## src/rtl/lcd_wr_pkg.sv

```systemverilog
package lcd_wr_pkg;
    localparam int unsigned BUS_W = 8;

    typedef enum logic [1:0] {
        PH_IDLE,
        PH_SETUP,
        PH_STROBE,
        PH_BUSY
    } phase_e;

    typedef struct packed {
        logic             sel_data;
        logic [BUS_W-1:0] code;
    } xfer_t;

    function automatic int unsigned max_of(input int unsigned a, input int unsigned b);
        return (a > b) ? a : b;
    endfunction

    function automatic int unsigned cnt_width(input int unsigned top);
        return (top < 2) ? 1 : $clog2(top + 1);
    endfunction
endpackage

```

## src/rtl/lcd_wr_timer.sv

```systemverilog
module lcd_wr_timer #(
    parameter int unsigned CNT_W = 4
) (
    input  logic             clk,
    input  logic             rst,
    input  logic             load,
    input  logic [CNT_W-1:0] load_val,
    output logic             expired
);
    logic [CNT_W-1:0] cnt;

    always_ff @(posedge clk) begin
        if (rst)
            cnt <= '0;
        else if (load)
            cnt <= load_val;
        else if (cnt != '0)
            cnt <= cnt - 1'b1;
    end

    assign expired = (cnt == '0);
endmodule

```

## src/rtl/lcd_wr_seq.sv

```systemverilog
module lcd_wr_seq
    import lcd_wr_pkg::*;
#(
    parameter int unsigned CNT_W         = 4,
    parameter int unsigned SETUP_CYC     = 2,
    parameter int unsigned EN_HIGH_CYC   = 3,
    parameter int unsigned DATA_WAIT_CYC = 6,
    parameter int unsigned CMD_WAIT_CYC  = 15
) (
    input  logic             clk,
    input  logic             rst,
    input  logic             start,
    input  logic             held_data,
    input  logic             expired,
    output logic             load,
    output logic [CNT_W-1:0] load_val,
    output logic             capture,
    output phase_e           phase
);
    phase_e phase_nx;

    always_comb begin
        phase_nx = phase;
        load     = 1'b0;
        load_val = '0;
        capture  = 1'b0;
        unique case (phase)
            PH_IDLE: if (start) begin
                capture  = 1'b1;
                load     = 1'b1;
                load_val = CNT_W'(SETUP_CYC - 1);
                phase_nx = PH_SETUP;
            end
            PH_SETUP: if (expired) begin
                load     = 1'b1;
                load_val = CNT_W'(EN_HIGH_CYC - 1);
                phase_nx = PH_STROBE;
            end
            PH_STROBE: if (expired) begin
                load     = 1'b1;
                load_val = held_data ? CNT_W'(DATA_WAIT_CYC - 1)
                                     : CNT_W'(CMD_WAIT_CYC - 1);
                phase_nx = PH_BUSY;
            end
            PH_BUSY: if (expired) phase_nx = PH_IDLE;
            default: phase_nx = PH_IDLE;
        endcase
    end

    always_ff @(posedge clk) begin
        if (rst) phase <= PH_IDLE;
        else     phase <= phase_nx;
    end

    // a new transfer only starts from the idle phase
    assert_capture_idle_R2: assert property (@(posedge clk) disable iff (rst)
        capture |=> (phase == PH_SETUP));
endmodule

```

## src/rtl/lcd_wr_bus.sv

```systemverilog
module lcd_wr_bus
    import lcd_wr_pkg::*;
(
    input  logic             clk,
    input  logic             rst,
    input  logic             capture,
    input  xfer_t            req,
    output xfer_t            held
);
    always_ff @(posedge clk) begin
        if (rst)
            held <= '0;
        else if (capture)
            held <= req;
    end
endmodule

```

## src/rtl/lcd_write_ctrl.sv

```systemverilog
module lcd_write_ctrl
    import lcd_wr_pkg::*;
#(
    parameter int unsigned SETUP_CYC     = 2,
    parameter int unsigned EN_HIGH_CYC   = 3,
    parameter int unsigned DATA_WAIT_CYC = 6,
    parameter int unsigned CMD_WAIT_CYC  = 15
) (
    input  logic             clk,
    input  logic             rst,
    input  logic             start,
    input  logic             is_data,
    input  logic [BUS_W-1:0] byte_in,
    output logic             ready,
    output logic [BUS_W-1:0] lcd_db,
    output logic             lcd_rs,
    output logic             lcd_rw,
    output logic             lcd_en
);
    localparam int unsigned MAX_CNT = max_of(max_of(SETUP_CYC, EN_HIGH_CYC),
                                             max_of(DATA_WAIT_CYC, CMD_WAIT_CYC));
    localparam int unsigned CNT_W   = cnt_width(MAX_CNT);

    logic             load;
    logic             capture;
    logic             expired;
    logic [CNT_W-1:0] load_val;
    phase_e           phase;
    xfer_t            req;
    xfer_t            held;

    assign req.sel_data = is_data;
    assign req.code     = byte_in;

    lcd_wr_timer #(.CNT_W(CNT_W)) u_timer (
        .clk      (clk),
        .rst      (rst),
        .load     (load),
        .load_val (load_val),
        .expired  (expired)
    );

    lcd_wr_seq #(
        .CNT_W         (CNT_W),
        .SETUP_CYC     (SETUP_CYC),
        .EN_HIGH_CYC   (EN_HIGH_CYC),
        .DATA_WAIT_CYC (DATA_WAIT_CYC),
        .CMD_WAIT_CYC  (CMD_WAIT_CYC)
    ) u_seq (
        .clk       (clk),
        .rst       (rst),
        .start     (start),
        .held_data (held.sel_data),
        .expired   (expired),
        .load      (load),
        .load_val  (load_val),
        .capture   (capture),
        .phase     (phase)
    );

    lcd_wr_bus u_bus (
        .clk     (clk),
        .rst     (rst),
        .capture (capture),
        .req     (req),
        .held    (held)
    );

    assign ready  = (phase == PH_IDLE);
    assign lcd_en = (phase == PH_STROBE);
    assign lcd_db = held.code;
    assign lcd_rs = held.sel_data;
    assign lcd_rw = 1'b0;

    assert_accept_drops_ready_R2: assert property (@(posedge clk) disable iff (rst)
        (start && ready) |=> !ready);

    assert_busy_during_strobe_R2: assert property (@(posedge clk) disable iff (rst)
        lcd_en |-> !ready);

    assert_setup_before_rise_R5: assert property (@(posedge clk) disable iff (rst)
        $rose(lcd_en) |-> ($stable(lcd_db) && $stable(lcd_rs)));

    assert_hold_after_strobe_R7: assert property (@(posedge clk) disable iff (rst)
        lcd_en |=> ($stable(lcd_db) && $stable(lcd_rs)));

    assert_ignore_when_busy_R9: assert property (@(posedge clk) disable iff (rst)
        (start && !ready) |=> ($stable(lcd_db) && $stable(lcd_rs)));
endmodule

```

## config.mk

```make
export PLATFORM = sky130hd
export DESIGN_NAME = lcd_write_ctrl
export DESIGN_NICKNAME = d
export VERILOG_FILES = /design/src/rtl/lcd_wr_pkg.sv /design/src/rtl/lcd_wr_timer.sv /design/src/rtl/lcd_wr_seq.sv /design/src/rtl/lcd_wr_bus.sv /design/src/rtl/lcd_write_ctrl.sv
export SDC_FILE = /design/constraint.sdc
export NUM_CORES = 1
export LEC_CHECK = 0
export ABC_AREA = 1
export BUFFER_PORTS_ARGS = -buffer_cell sky130_fd_sc_hd__buf_2
export CORE_UTILIZATION = 52
export CTS_BUF_LIST = sky130_fd_sc_hd__clkbuf_16
export DETAILED_ROUTE_END_ITERATION = 6
export PLACE_DENSITY = 0.9
export SLEW_MARGIN = 20
export SYNTH_ARGS = -nofsm -noshare
export SYNTH_HDL_FRONTEND = slang
export SYNTH_SLANG_ARGS = --single-unit
export TNS_END_PERCENT = 30
```

## constraint.sdc

```tcl
create_clock -name clk -period 3.5 [get_ports clk]
set_input_delay 0.175 -clock clk [delete_from_list [all_inputs] [get_ports clk]]
set_output_delay 0.175 -clock clk [all_outputs]
set_load 0.1 [all_outputs]
```

==> results_dict.tcl <==
set metrics [dict create \
    status "finished clean" \
    nets 152 \
    ys_top_cells_by_area "dfxtp_1, nor2_1, ha_1, nand2_1, inv_1" \
    drc 0 \
    syn_area_per_cell_um2 7.257 \
    seqCellArea_um2 300.3 \
    first_global_vias 647 \
    syn_area_um2 798.3 \
    cpMaxStageDelayCell "buf_2" \
    final_cell_count_no_fill 148 \
    die_h_um 41.18 \
    synth.distinct_cells 24 \
    n_antenna_cell 0 \
    ys_seq_elements 15 \
    wl_per_cell_um 11.49 \
    gp_congestion 0.8804 \
    setup_ws_ns 1.918 \
    areaGrowthSynthToFinish_pct 24.14 \
    max_freq_mhz 632.2 \
    h-tree-depth 1 \
    grt_pass1_wl_mm 2.615 \
    synth_top_area_cell "dfxtp_1" \
    min_path_cells 2 \
    cp.depth 3 \
    setup_viol 0 \
    coreArea_mm2 0.001366 \
    dr.pass1.iters 4 \
    crit_arrival_ns 1.41 \
    path_class "reg2out" \
    yosys_warnings 0 \
    clk_path_buf_depth 2 \
    viasPerCell 5.149 \
    grt_max_degree 14 \
    dp_cells 144 \
    yosysSeqAreaShare_pct 37.62 \
    clock_latency_ns 0.24 \
    dp_hpwl_mm 1.254 \
    drive_above_1_share_pct 27.07 \
    hold_path_class "in2reg" \
    die_x_um 41.18 \
    wl_mm 1.701 \
    layout_common_cells "nor2_1, buf_2, dfxtp_1, inv_1, nand2_1" \
    ctsRootBufferMaster "clkbuf_16" \
    path_delay_family "buffers and inverters" \
    synth_top_area_share_pct 37.62 \
    netlist_instances 110 \
    rsz0062_at_grt "no" \
    antenna_left 0 \
    overflow 0 \
    crit_fanout 5 \
    post-route-period-util_pct 45.20 \
    fin_crit_ns 1.582 \
    cts.reportedPaths.clkPinSlew_ns 0.05 \
    required_ns 3.32 \
    io_buffers 22 \
    max_stage_delay_ns 0.46 \
    cts_tree "built" \
    endpoint_kind "output pin" \
    start_util_pct 58.42 \
    worst-path-buf-inv 2 \
    clkSinkCount 15 \
    syn_nets 128 \
    num_vias 762 \
    antenna_found_initial 0 \
    clock_skew_ns 0.002741 \
    fin_setup_tns_ns 0 \
    grt_usage_pct 23.83 \
    fillers 104 \
    reg2reg_depth 10 \
    cap_viol_max_count 0 \
    first_iter_violations 28 \
    io_pins 24 \
    die_area_mm2 0.001696 \
    ctsHoldBuffers 0 \
    ctsResizeCount 0 \
    crit_chain "inv_1 > ha_1 > buf_2" \
    multi_input_area_um2 425.4 \
    cts_setup_buffers 0 \
    maxSlewViolCount 0 \
    cts_made_buffers 3 \
    finalHoldViolCount 0 \
    num_rows 13 \
    cp-start-kind "register" \
    place_ws_ns 2.016 \
]
layer usage:
layer  vias to the layer above  wire length, um  GRT usage, %
li1                        386                -             -
met1                       342              691         27.12
met2                        32              864         39.84
met3                         2              141         10.87
met4                         0                4         6.452
met5                         -                0             0
cell type report:
type | instances | area share (%)
Inverter | 15 | 5.808
Tap cell | 15 | 1.894
Timing Repair Buffer | 22 | 11.11
Multi-Input combinational cell | 77 | 42.93
Sequential cell | 15 | 30.30
Clock inverter | 1 | 0.3788
Clock buffer | 3 | 7.576
worst paths after layout:
path	startpoint	endpoint	slack, ns
max	u_seq.phase[0]$_SDFFE_PP0P_	lcd_en	1.92
min reg2reg	u_bus.held[1]$_SDFFE_PP0N_	u_bus.held[1]$_SDFFE_PP0N_	0.48
min	rst	u_timer.cnt[0]$_SDFFE_PP0P_	0.13
max reg2reg	u_seq.phase[0]$_SDFFE_PP0P_	u_timer.cnt[1]$_SDFFE_PP0P_	1.98
cell usage after synthesis, drive strengths merged:
| library cell | count |
|---|---|
| nor3 | 1 |
| buf | 1 |
| conb | 1 |
| dfxtp | 15 |
| clkbuf | 2 |
| a21oi | 5 |
| o31ai | 1 |
| o21ai | 11 |
| ha | 6 |
| xor2 | 2 |
| nand3 | 7 |
| clkinv | 2 |
| inv | 13 |
| nor2 | 24 |
| nand4 | 1 |
| nand2 | 18 |
metrics by stage:
stage / hold slack (ns) / util [%] / cell area [um^2]
3_5_place_dp: 0.3819 / 66.76 / 912.1
5_1_grt: 0.1548 / 72.53 / 991.0
2_1_floorplan: 0.2441 / - / 798.3
4_1_cts: 0.1268 / 72.53 / 991.0
6_report: 0.1317 / 72.53 / 991.0
3_3_place_gp: 0.3814 / 66.76 / 912.1
state kept, by name, indices dropped and copies added (netlist names):
signal / cells
u_timer.cnt: 4
u_bus.held: 9
u_seq.phase: 2
cell families after synthesis:
family          synth area share (%)
fa+ha+maj                      9.404
buf+inv                        9.090
flops                          37.62
other cells                   0.4698
simple gates                   29.62
xor+xnor                       2.195
compound gates                 11.60
worst register-to-register path: cells and delay by family, from the launching register on:
family                   cells  cell delay, ns
AND/OR/NAND/NOR              6            0.60
adder cells (fa/ha/maj)      1            0.24
buffers and inverters        3            0.20
flip-flops                   1            0.37
Power is not shown: default switching activity piles up to over one toggle a cycle in this logic, so the estimate is an artifact.
